`config.mk`:
```
export PLATFORM = sky130hd
export DESIGN_NAME = irq_route_top
export DESIGN_NICKNAME = d
export VERILOG_FILES = /design/src/rtl/irq_route_pkg.sv /design/src/rtl/irq_edge_det.sv /design/src/rtl/irq_sel_bank.sv /design/src/rtl/irq_pend_bank.sv /design/src/rtl/irq_route_top.sv
export SDC_FILE = /design/constraint.sdc
export NUM_CORES = 1
export LEC_CHECK = 0
export ABC_AREA = 1
export BUFFER_PORTS_ARGS = -buffer_cell sky130_fd_sc_hd__buf_2
export CELL_PAD_IN_SITES_DETAIL_PLACEMENT = 1
export CELL_PAD_IN_SITES_GLOBAL_PLACEMENT = 1
export CORE_MARGIN = 2
export CORE_UTILIZATION = 32
export DETAILED_ROUTE_END_ITERATION = 6
export GPL_TIMING_DRIVEN = 1
export PLACE_DENSITY = 0.83
export SYNTH_ARGS = -nofsm -noshare
export SYNTH_HDL_FRONTEND = slang
export SYNTH_SLANG_ARGS = --single-unit
```
`constraint.sdc`:
```
create_clock -name clk -period 1.14 [get_ports clk]
set_clock_uncertainty 0.2 [all_clocks]
set_input_delay 0.057 -clock clk [delete_from_list [all_inputs] [get_ports clk]]
set_output_delay 0.057 -clock clk [all_outputs]
set_load 0.005 [all_outputs]
```
`src/rtl/irq_route_pkg.sv`:
```
package irq_route_pkg;

  typedef enum logic [1:0] {
    DST_CPU     = 2'b00,
    DST_XFER    = 2'b01,
    DST_DMA     = 2'b10,
    DST_DMA_CPU = 2'b11
  } dest_e;

  // Code sends a pending flag to the processor line on an edge
  function automatic logic dest_to_cpu(input logic [1:0] code);
    return (code == DST_CPU) || (code == DST_DMA_CPU);
  endfunction

  // Code activates the transfer controller
  function automatic logic dest_to_xfer(input logic [1:0] code);
    return code == DST_XFER;
  endfunction

  // Code activates the DMA controller (with or without the processor)
  function automatic logic dest_to_dma(input logic [1:0] code);
    return code[1];
  endfunction

  // Completion turns the transfer trigger into a processor interrupt
  function automatic logic xfer_finished(input logic [1:0] code,
                                         input logic       done,
                                         input logic       cnt_zero,
                                         input logic       one_shot);
    return done && (code == DST_XFER) && (cnt_zero || one_shot);
  endfunction

endpackage

```
`src/rtl/irq_edge_det.sv`:
```
module irq_edge_det #(
  parameter int NUM_SRC = 4
) (
  input  logic               clk,
  input  logic               rst_n,
  input  logic [NUM_SRC-1:0] src_i,
  output logic [NUM_SRC-1:0] rise_o
);

  logic [NUM_SRC-1:0] src_q;

  for (genvar i = 0; i < NUM_SRC; i++) begin : g_src
    always_ff @(posedge clk or negedge rst_n) begin
      if (!rst_n) src_q[i] <= 1'b0;
      else        src_q[i] <= src_i[i];
    end
    assign rise_o[i] = src_i[i] & ~src_q[i];
  end

endmodule

```
`src/rtl/irq_sel_bank.sv`:
```
module irq_sel_bank #(
  parameter int NUM_SRC = 4,
  parameter int IDX_W   = 2
) (
  input  logic                    clk,
  input  logic                    rst_n,
  input  logic                    wr_en,
  input  logic [IDX_W-1:0]        wr_idx,
  input  logic [1:0]              wr_data,
  input  logic [NUM_SRC-1:0]      hw_clr,
  output logic [NUM_SRC-1:0][1:0] sel_o,
  output logic [NUM_SRC-1:0]      wr_hit_o
);
  import irq_route_pkg::*;

  for (genvar i = 0; i < NUM_SRC; i++) begin : g_field
    assign wr_hit_o[i] = wr_en && (wr_idx == IDX_W'(i));

    // Hardware rewrite outranks a bus write in the same cycle
    always_ff @(posedge clk or negedge rst_n) begin
      if (!rst_n)           sel_o[i] <= DST_CPU;
      else if (hw_clr[i])   sel_o[i] <= DST_CPU;
      else if (wr_hit_o[i]) sel_o[i] <= wr_data;
    end
  end

endmodule

```
`src/rtl/irq_pend_bank.sv`:
```
module irq_pend_bank #(
  parameter int NUM_SRC = 4,
  parameter int IDX_W   = 2
) (
  input  logic                    clk,
  input  logic                    rst_n,
  input  logic [NUM_SRC-1:0]      rise_i,
  input  logic [NUM_SRC-1:0][1:0] sel_i,
  input  logic [NUM_SRC-1:0]      hw_clr,
  input  logic                    cpu_ack,
  input  logic [IDX_W-1:0]        cpu_ack_idx,
  input  logic [NUM_SRC-1:0]      xfer_ack,
  input  logic [NUM_SRC-1:0]      dma_ack,
  output logic [NUM_SRC-1:0]      pend_cpu_o,
  output logic [NUM_SRC-1:0]      pend_xfer_o
);
  import irq_route_pkg::*;

  logic [NUM_SRC-1:0] set_cpu, clr_cpu, set_xfer, clr_xfer;

  for (genvar i = 0; i < NUM_SRC; i++) begin : g_pend
    assign set_cpu[i]  = (rise_i[i] && dest_to_cpu(sel_i[i])) || hw_clr[i];
    assign clr_cpu[i]  = cpu_ack && (cpu_ack_idx == IDX_W'(i));
    assign set_xfer[i] = rise_i[i] && (sel_i[i] != DST_CPU);
    assign clr_xfer[i] = xfer_ack[i] || dma_ack[i] || hw_clr[i];

    // A new request outranks an acknowledge in the same cycle
    always_ff @(posedge clk or negedge rst_n) begin
      if (!rst_n) begin
        pend_cpu_o[i]  <= 1'b0;
        pend_xfer_o[i] <= 1'b0;
      end else begin
        if (set_cpu[i])       pend_cpu_o[i] <= 1'b1;
        else if (clr_cpu[i])  pend_cpu_o[i] <= 1'b0;
        if (set_xfer[i])      pend_xfer_o[i] <= 1'b1;
        else if (clr_xfer[i]) pend_xfer_o[i] <= 1'b0;
      end
    end
  end

endmodule

```
`src/rtl/irq_route_top.sv`:
```
module irq_route_top #(
  parameter int NUM_SRC = 4,
  parameter int IDX_W   = (NUM_SRC > 1) ? $clog2(NUM_SRC) : 1
) (
  input  logic               clk,
  input  logic               rst_n,
  input  logic [NUM_SRC-1:0] src_irq,
  input  logic               cfg_wr_en,
  input  logic [IDX_W-1:0]   cfg_wr_idx,
  input  logic [1:0]         cfg_wr_data,
  input  logic [IDX_W-1:0]   cfg_rd_idx,
  output logic [1:0]         cfg_rd_data,
  input  logic               cmp_done,
  input  logic [IDX_W-1:0]   cmp_idx,
  input  logic               cmp_cnt_zero,
  input  logic               cmp_one_shot,
  input  logic               cpu_ack,
  input  logic [IDX_W-1:0]   cpu_ack_idx,
  input  logic [NUM_SRC-1:0] xfer_ack,
  input  logic [NUM_SRC-1:0] dma_ack,
  output logic               cpu_irq,
  output logic [NUM_SRC-1:0] xfer_req,
  output logic [NUM_SRC-1:0] dma_req
);
  import irq_route_pkg::*;

  // Named internal events, also watched by the checker
  logic [NUM_SRC-1:0]      edge_evt;
  logic [NUM_SRC-1:0]      hw_clr;
  logic [NUM_SRC-1:0]      wr_hit;
  logic [NUM_SRC-1:0][1:0] sel;
  logic [NUM_SRC-1:0]      pend_cpu;
  logic [NUM_SRC-1:0]      pend_xfer;

  irq_edge_det #(.NUM_SRC(NUM_SRC)) u_edge (
    .clk    (clk),
    .rst_n  (rst_n),
    .src_i  (src_irq),
    .rise_o (edge_evt)
  );

  for (genvar i = 0; i < NUM_SRC; i++) begin : g_cmp
    assign hw_clr[i] = xfer_finished(sel[i], cmp_done && (cmp_idx == IDX_W'(i)),
                                     cmp_cnt_zero, cmp_one_shot);
  end

  irq_sel_bank #(.NUM_SRC(NUM_SRC), .IDX_W(IDX_W)) u_sel (
    .clk      (clk),
    .rst_n    (rst_n),
    .wr_en    (cfg_wr_en),
    .wr_idx   (cfg_wr_idx),
    .wr_data  (cfg_wr_data),
    .hw_clr   (hw_clr),
    .sel_o    (sel),
    .wr_hit_o (wr_hit)
  );

  irq_pend_bank #(.NUM_SRC(NUM_SRC), .IDX_W(IDX_W)) u_pend (
    .clk         (clk),
    .rst_n       (rst_n),
    .rise_i      (edge_evt),
    .sel_i       (sel),
    .hw_clr      (hw_clr),
    .cpu_ack     (cpu_ack),
    .cpu_ack_idx (cpu_ack_idx),
    .xfer_ack    (xfer_ack),
    .dma_ack     (dma_ack),
    .pend_cpu_o  (pend_cpu),
    .pend_xfer_o (pend_xfer)
  );

  for (genvar i = 0; i < NUM_SRC; i++) begin : g_out
    assign xfer_req[i] = pend_xfer[i] && dest_to_xfer(sel[i]);
    assign dma_req[i]  = pend_xfer[i] && dest_to_dma(sel[i]);
  end

  assign cpu_irq = |pend_cpu;

  always_comb begin
    cfg_rd_data = DST_CPU;
    for (int i = 0; i < NUM_SRC; i++) begin
      if (cfg_rd_idx == IDX_W'(i)) cfg_rd_data = sel[i];
    end
  end

endmodule

```
# Yosys cells after proc, flatten, opt, wreduce, memory -nomap -nowiden
# Cells that the tools add are included.
classes:
  n_mux: 28
  n_reduce_logical: 78
  n_bitwise: 8
  eq_ne: 20
ops:
  columns: ["op", "n"]
  rows:
  - ["$logic_and 1x1->1", 36]
  - ["$reduce_bool 2->1", 16]
  - ["$eq 2x2->1 const B", 12]
  - ["$mux 2", 12]
  - ["$logic_or 1x1->1", 17]
  - ["$eq 2x1->1 const B", 8]
  - ["$logic_not 2->1", 8]
  - ["$mux 1", 16]
  - ["$and 1x1->1", 4]
  - ["$not 1->1", 4]
  - ["$reduce_or 4->1", 1]
totals:
  in_bits: 29
  out_inout_bits: 11
  elab_cells: 150
  ff_bits: 20

# Longest topological paths before layout
# Gate-level depths: netlist of run 1.
depth:
  ltp_word: 7
  mapped_depth: 7
  ltp_nobuf: 7

# By module
# Synthesis of run 1 repeated with hierarchy kept, for this count alone.
unflattened:
  hier_cells: 182
  hier_area_um2: 1229.9
by_module_without_submodules:
  columns: ["module", "area_per_inst_um2", "cells_each", "seq_area_each_um2", "instances"]
  rows:
  - ["irq_pend_bank", 465.4, 63, 200.2, 1]
  - ["irq_sel_bank", 409.1, 55, 200.2, 1]
  - ["irq_route_top", 215.2, 52, 0.0, 1]
  - ["irq_edge_det", 140.1, 12, 100.1, 1]

# Least setup slack after synthesis of run 1
# OpenSTA, ideal clock, no wires.
synth_timing:
  kind: "register to register"
  from: "register u_sel.sel_o[3] (netlist bit)"
  to: "register u_pend.pend_xfer_o[1]"
  setup_ps: 117
  required_ps: 823
  stages_incl_launch_ff: 7
  synth_period_minus_slack_ps: 1259
  slack_ps: -119
  path_buffers: 0
  arrival_time_ps: 942
  path_cell_list: "dfrtp_1 -> inv_1 -> ha_1 -> nand2_1 -> nand3b_1 -> nand2_1 -> nand2_1"
synth_via:
  elab_chain_len: 5
  word_cells_on_any_way: 8
  classes_between: "eq/ne (1); mux (1); reduce/logical (6)"
synth_rtl:
  columns: ["element", "line_no", "source"]
  rows:
  - ["from (decl)", "irq_sel_bank.sv:11", "output logic [NUM_SRC-1:0][1:0] sel_o,"]
  - ["from (signal, indexed assignment)", "irq_sel_bank.sv:23", "else if (wr_hit_o[i]) sel_o[i] <= wr_data;"]
  - ["$eq 2x1->1", "irq_route_pkg.sv:30", "return done && (code == DST_XFER) && (cnt_zero || one_shot);"]
  - ["$logic_and 1x1->1 (2 in a row)", "irq_route_pkg.sv:30", null]
  - ["$logic_or 1x1->1", "irq_pend_bank.sv:25", "assign clr_xfer[i] = xfer_ack[i] || dma_ack[i] || hw_clr[i];"]
  - ["$reduce_bool 2->1 (no source line)", null, null]
  - ["to (signal, indexed assignment)", "irq_pend_bank.sv:31", "pend_xfer_o[i] <= 1'b0;"]
  - ["to (signal, indexed assignment)", "irq_pend_bank.sv:35", "if (set_xfer[i]) pend_xfer_o[i] <= 1'b1;"]
  - ["to (signal, indexed assignment)", "irq_pend_bank.sv:36", "else if (clr_xfer[i]) pend_xfer_o[i] <= 1'b0;"]
  - ["to (decl)", "irq_pend_bank.sv:15", "output logic [NUM_SRC-1:0] pend_xfer_o"]
# Parallel ways exist; a longest one is shown, timed or not.
# A chain may end at the register's enable or synchronous reset.

# Final worst setup path of run 1
# Same ends and word-level chain as after synthesis.

==> results.py, run 1 <==
metrics = {
    "drt": {
        "wl_mm": 5.00,
        "drt_first_pass_iters": 7,
        "postRouteAntennaNets": 0,
        "viasPerCell": 4.82,
        "first_iter_violations": 36,
        "route.detailed.drc": 0,
        "drt-wirelength-per-cell_um": 16.6,
        "num_vias": 1457,
    },
    "cts": {
        "cts-root-buf": "clkbuf_8",
        "cts_buffers": 3,
        "cts_buffer_depth": 2,
        "insertion_delay_ns": 0.27,
        "cts.sinks": 20,
        "htreeDepth": 1,
        "clkTransAtPathRegs_ns": 0.08,
        "cts_tree": "yes",
    },
    "place": {
        "placed_cell_area_mm2": 0.00162,
        "portBuffers": 39,
        "dp_hpwl_mm": 2.78,
        "finalWeightedCongestion": 0.770,
    },
    "sta": {
        "setup_viol": 27,
        "drv_slew": 0,
        "period_needed_ns": 1.52,
        "finalWorstSetupSlack_ns": -0.380,
        "tightest_slew_ns": 0.497,
        "fmax_ghz": 0.658,
        "slew_headroom": 0.669,
        "fin_hold_ws_ns": -0.0163,
        "grt_setup_unrepaired": "yes",
        "hold_violations": 2,
        "fin_setup_tns_ns": -6.50,
        "fin_crit_sh": 1.33,
    },
    "die": {
        "start_util": 0.340,
        "dieArea_mm2": 0.00450,
        "num_io_pins": 40,
        "die_x_um": 67.1,
        "rows": 22,
        "core-area_mm2": 0.00374,
        "die_h_um": 67.1,
    },
    "layout": {
        "final_util": 0.590,
        "antenna-diode-count": 0,
        "area_delta_synth_final_pct": 73.4,
        "final_nets": 292,
        "drive_above_1_share": 0.472,
        "final_cell_area_mm2": 0.00221,
    },
    "global_routing": {
        "grt_max_degree": 21,
        "antenna_found_initial": 0,
        "grt_usage": 0.213,
        "grt_pass1_wl_mm": 7.14,
        "grt_pass1_vias": 1565,
        "grt_overflow_total": 0,
    },
    "worst_setup_path": {
        "worstPathCellList": "inv_2, ha_4, nand2_1, nand3b_1, nand2_1, nand2_1",
        "crit_start": "u_sel.sel_o[3]",
        "cp-end-kind": "flip-flop",
        "worstRegToRegCells": 6,
        "worst-path-max-fanout": 4,
        "start_kind": "flip-flop",
        "crit_buf_inv": 1,
        "cp_slowest_cell": "dfrtp_1",
        "crit_type": "reg2reg",
        "cpMostUsedCell": "nand2_1",
        "crit_arrival_ns": 1.48,
        "crit_cells": 6,
        "crit_required_ns": 1.10,
        "max_stage_delay_ns": 0.43,
        "reg2reg_from": "u_sel.sel_o[3]",
        "worstSetupEndpoint": "u_pend.pend_xfer_o[1]",
        "crit_family": "simple AND/OR/NAND/NOR gates",
        "reg2reg_to": "u_pend.pend_xfer_o[1]",
        "regToRegSetupSlack_ns": -0.38,
    },
    "yosys": {
        "synth_cell_type_count": 14,
        "synth_edf_count": 0,
        "synth_seq_cells": 20,
        "ys.flop_type": "dfrtp_1",
        "syn_nets": 209,
        "syn_avg_cell_area_um2": 7.41,
        "synth_top_area_frac": 0.393,
        "synth.cells.most_frequent": "nand2_1 (50), inv_1 (38), nand3_1 (22), dfrtp_1 (20), nand3b_1 (10)",
        "yosysMostFrequentCell": "nand2_1",
        "ys_seq_area_frac": 0.393,
        "synthTopCellsByArea": "dfrtp_1 (39%), nand2_1 (15%), inv_1 (11%), nand3_1 (8.6%), ha_1 (7.9%)",
        "yosys.area.top_type": "dfrtp_1",
        "synth_warnings": 0,
        "async_reset_ff_frac": 1.00,
        "synthCells": 172,
        "syn_area_mm2": 0.00127,
    },
    "min_path": {
        "hp-start": "cmp_idx[1]",
        "hold_class": "in2reg",
        "hold_depth": 4,
    },
    "power_and_ir_drop": {
        "power.leakage_nw": 1.20,
        "power_density_mw_per_mm2": 1200,
        "peakVddDrop_v": 0.000669,
    },
    "run_status": {
        "status": "finished with violations",
        "violations": "negative hold slack, negative setup slack",
    },
    "run": {
        "cap_viol_max_count": 0,
    },
}
[through the flow]
| step | instances | setup WS, ns | hold WS, ns | total power [mW] |
|---|---|---|---|---|
| finish | 302 | -0.380 | -0.0163 | 2.66 |
| global placement | 272 | -0.283 | -0.167 | 1.58 |
| CTS | 297 | -0.310 | -0.0465 | 2.45 |
| global route | 302 | -0.435 | 0.0294 | 2.82 |
| floorplan | 172 | -0.119 | -0.439 | 1.24 |
| detailed placement | 272 | -0.319 | -0.155 | 1.62 |
[final cells by class]
class	instances	area (um2)
fillers	469	1540
repair buffers	81	647
multi-input cells	109	791
inverters	40	150
well taps	48	60.1
flip-flops and latches	20	505
clock buffers	4	55.1
[worst register-to-register path, stage by stage (launching register included)]
cell	delay, ns
dfrtp_1	0.43
inv_2	0.10
ha_4	0.14
nand2_1	0.05
nand3b_1	0.26
nand2_1	0.15
nand2_1	0.07
[state kept, by name, summed over array words and instances, names as in the netlist]
| name | flops |
|---|---|
| u_edge.src_q | 4 |
| u_sel.sel_o | 8 |
| u_pend.pend_xfer_o | 4 |
| u_pend.pend_cpu_o | 4 |
[routing by layer]
| metal | up-vias | global-route usage | wire, um |
|---|---|---|---|
| li1 | 699 | - | - |
| met1 | 707 | 0.249 | 2140 |
| met2 | 39 | 0.412 | 2580 |
| met3 | 12 | 0.0236 | 161 |
| met4 | 0 | 0.0383 | 119 |
| met5 | - | 0 | 0 |
[cell families after synthesis]
kind of cell | after synthesis | share of synthesized area
adder cells (fa/ha/maj) | 8 | 0.0786
buffers and inverters | 43 | 0.141
flip-flops | 20 | 0.393
AND/OR/NAND/NOR | 101 | 0.387
[layout by cell type (no fill, tap or decap), drive strengths merged]
master	count
nor3b	4
dlygate4sd3	18
dfrtp	20
ha	8
nand3b	10
clkbuf	4
nand4	8
nor2	6
inv	40
nand2	50
nand3	23
buf	63
[worst min path at each step]
stage	end	slack, ns
2_1_floorplan	u_edge.src_q[0]	-0.44
3_3_place_gp	u_edge.src_q[2]	-0.17
3_5_place_dp	u_edge.src_q[2]	-0.15
4_1_cts	u_pend.pend_cpu_o[0]	-0.05
5_1_grt	u_pend.pend_xfer_o[0]	0.03
6_report	u_pend.pend_cpu_o[0]	-0.02
[power by group]
part	total, mW	internal [mW]	switching, mW
Clock	0.581	0.309	0.273
Sequential	0.955	0.831	0.124
Combinational	1.12	0.602	0.523
Total	2.66	1.74	0.919
[timing repair]
item	4_1_cts	5_1_grt
hold buffers	18	0
pin swaps	22	17
buffers inserted	3	5
resized for setup	45	33
endpoints found under the hold margin	39	0
endpoints found under the setup margin	27	27
(Power assumes the default switching activity.)
==> run 2, diff against run 1 <==
--- a/config.mk
+++ b/config.mk
@@ -14,6 +14,7 @@
 export DETAILED_ROUTE_END_ITERATION = 6
 export GPL_TIMING_DRIVEN = 1
 export PLACE_DENSITY = 0.83
+export SKIP_LAST_GASP = 1
 export SYNTH_ARGS = -nofsm -noshare
 export SYNTH_HDL_FRONTEND = slang
 export SYNTH_SLANG_ARGS = --single-unit
==> run 2 against run 1 <==
The run still ends with negative hold slack, negative setup slack left; die area unchanged; sequential power about the same; final area down 0.96%; critical path type unchanged.
==> results.py, run 2 (same netlist as run 1, synthesis figures left out) <==
metrics = {
    "sta": {
        "grt_setup_unrepaired": "yes",
        "finalWorstSetupSlack_ns": -0.382,
        "fin_setup_tns_ns": -6.28,
        "slew_headroom": 0.675,
        "fmax_ghz": 0.657,
        "tightest_slew_ns": 0.487,
        "setup_viol": 27,
        "fin_crit_sh": 1.34,
        "drv_slew": 0,
        "period_needed_ns": 1.52,
        "fin_hold_ws_ns": -0.0163,
        "hold_violations": 4,
    },
    "layout": {
        "area_delta_synth_final_pct": 71.7,
        "antenna-diode-count": 0,
        "fillers": 465,
        "final_util": 0.584,
        "seqCellArea_um2": 505,
        "drive_above_1_share": 0.465,
        "final_cell_mix": "nand2_1 (40), buf_2 (35), inv_1 (23), buf_6 (20), dlygate4sd3_1 (18)",
        "layout_commonest_cell": "nand2_1",
        "largest_reg_flops": 8,
        "layout.cells.non_filler": 302,
        "final_nets": 292,
        "multi_input_area_um2": 776,
        "top_register": "u_sel.sel_o",
    },
    "min_path": {
        "hold_class": "in2reg",
    },
    "run_status": {
        "violations": "negative hold slack, negative setup slack",
        "status": "finished with violations",
    },
    "power_and_ir_drop": {
        "peakVddDrop_v": 0.000665,
        "power.leakage_nw": 1.20,
        "p_int_mw": 1.73,
        "power_mw": 2.62,
        "p_sw_mw": 0.887,
        "power_density_mw_per_mm2": 1200,
        "sw_frac_of_total": 0.339,
        "sequentialPowerShare": 0.364,
        "power_frac_clock": 0.220,
        "p_comb_frac": 0.415,
    },
    "place": {
        "finalWeightedCongestion": 0.770,
        "dp_hpwl_mm": 2.78,
        "place_inst": 272,
        "portBuffers": 39,
    },
    "drt": {
        "viasPerCell": 4.68,
        "num_vias": 1414,
        "postRouteAntennaNets": 0,
        "drt-wirelength-per-cell_um": 15.3,
        "first_iter_violations": 44,
        "wl_mm": 4.62,
        "route.detailed.drc": 0,
        "drt_first_pass_iters": 4,
    },
    "worst_setup_path": {
        "crit_type": "reg2reg",
        "start_kind": "flip-flop",
        "crit_required_ns": 1.10,
        "worst-path-max-fanout": 4,
        "cp-end-kind": "flip-flop",
        "crit_arrival_ns": 1.48,
    },
    "global_routing": {
        "grt_max_degree": 21,
        "grt_overflow_total": 0,
        "antenna_found_initial": 0,
        "grt_pass1_wl_mm": 7.10,
        "grt_usage": 0.212,
        "grt_pass1_vias": 1564,
    },
    "cts": {
        "insertion_delay_ns": 0.27,
        "clkTransAtPathRegs_ns": 0.08,
        "cts.sinks": 20,
        "htreeDepth": 1,
        "cts_buffers": 3,
        "cts-root-buf": "clkbuf_8",
        "cts_tree": "yes",
        "cts_buffer_depth": 2,
    },
    "die": {
        "die_h_um": 67.1,
        "rows": 22,
        "core-area_mm2": 0.00374,
        "dieArea_mm2": 0.00450,
        "num_io_pins": 40,
        "die_x_um": 67.1,
        "start_util": 0.340,
    },
    "run": {
        "cap_viol_max_count": 0,
    },
}
-- run 2: cell counts in the layout (fill, tap and decap cells not counted) --
No cell type changed its count.
-- run 2: per-layer routing --
metal,track usage,up-vias,wire length [um]
li1,-,701,-
met5,0,-,0
met2,0.412,33,2350
met3,0.0236,4,152
met4,0.0383,0,56
met1,0.246,676,2060
-- run 2: power groups by stage --
stage	sequential, mW	clock, mW	combinational (mW)
after CTS	0.926	0.572	0.941
after global routing	0.968	0.615	1.20
after global placement	0.908	0	0.671
after floorplan	0.907	0	0.336
after detailed placement	0.913	0	0.708
final	0.954	0.577	1.09
-- run 2: path summary, 6_finish.rpt --
check / start / end / slack (ns) / depth (start not counted)
worst max-delay path: u_sel.sel_o[3] / u_pend.pend_xfer_o[1] / -0.38 / 6
worst min-delay path: cmp_idx[1] / u_pend.pend_cpu_o[0] / -0.02 / 4
worst max register to register: u_sel.sel_o[3] / u_pend.pend_xfer_o[1] / -0.38 / 6
worst min register to register: u_pend.pend_cpu_o[2] / u_pend.pend_cpu_o[2] / 0.32 / 2
max in group asynchronous: rst_n / u_sel.sel_o[6] / 0.30 / 2
min in group asynchronous: rst_n / u_edge.src_q[2] / 0.08 / 2
-- run 2: repair_timing --
item | CTS | global route
resized for setup | 43 | 32
pin swaps | 22 | 17
endpoints found under the setup margin | 27 | 27
hold buffers | 18 | 0
gates cloned | 0 | 0
setup buffers | 3 | 5
endpoints found under the hold margin | 39 | 0
-- run 2: area by class of cell --
type / instances / share of cell area
inverters: 40 / 0.0686
multi-input cells: 109 / 0.355
well taps: 48 / 0.0275
flip-flops and latches: 20 / 0.231
repair buffers: 81 / 0.293
clock buffers: 4 / 0.0252
-- run 2: through the flow --
stage	cell area (um2)	setup WS [ns]
2_1_floorplan	1270	-0.119
3_3_place_gp	1620	-0.283
3_5_place_dp	1620	-0.319
4_1_cts	2050	-0.310
5_1_grt	2190	-0.414
6_report	2190	-0.382
-- run 2: critical path, stage by stage (launching register included) --
cell	delay (ns)
dfrtp_1	0.42
inv_2	0.10
ha_4	0.14
nand2_1	0.05
nand3b_1	0.26
nand2_1	0.16
nand2_1	0.08
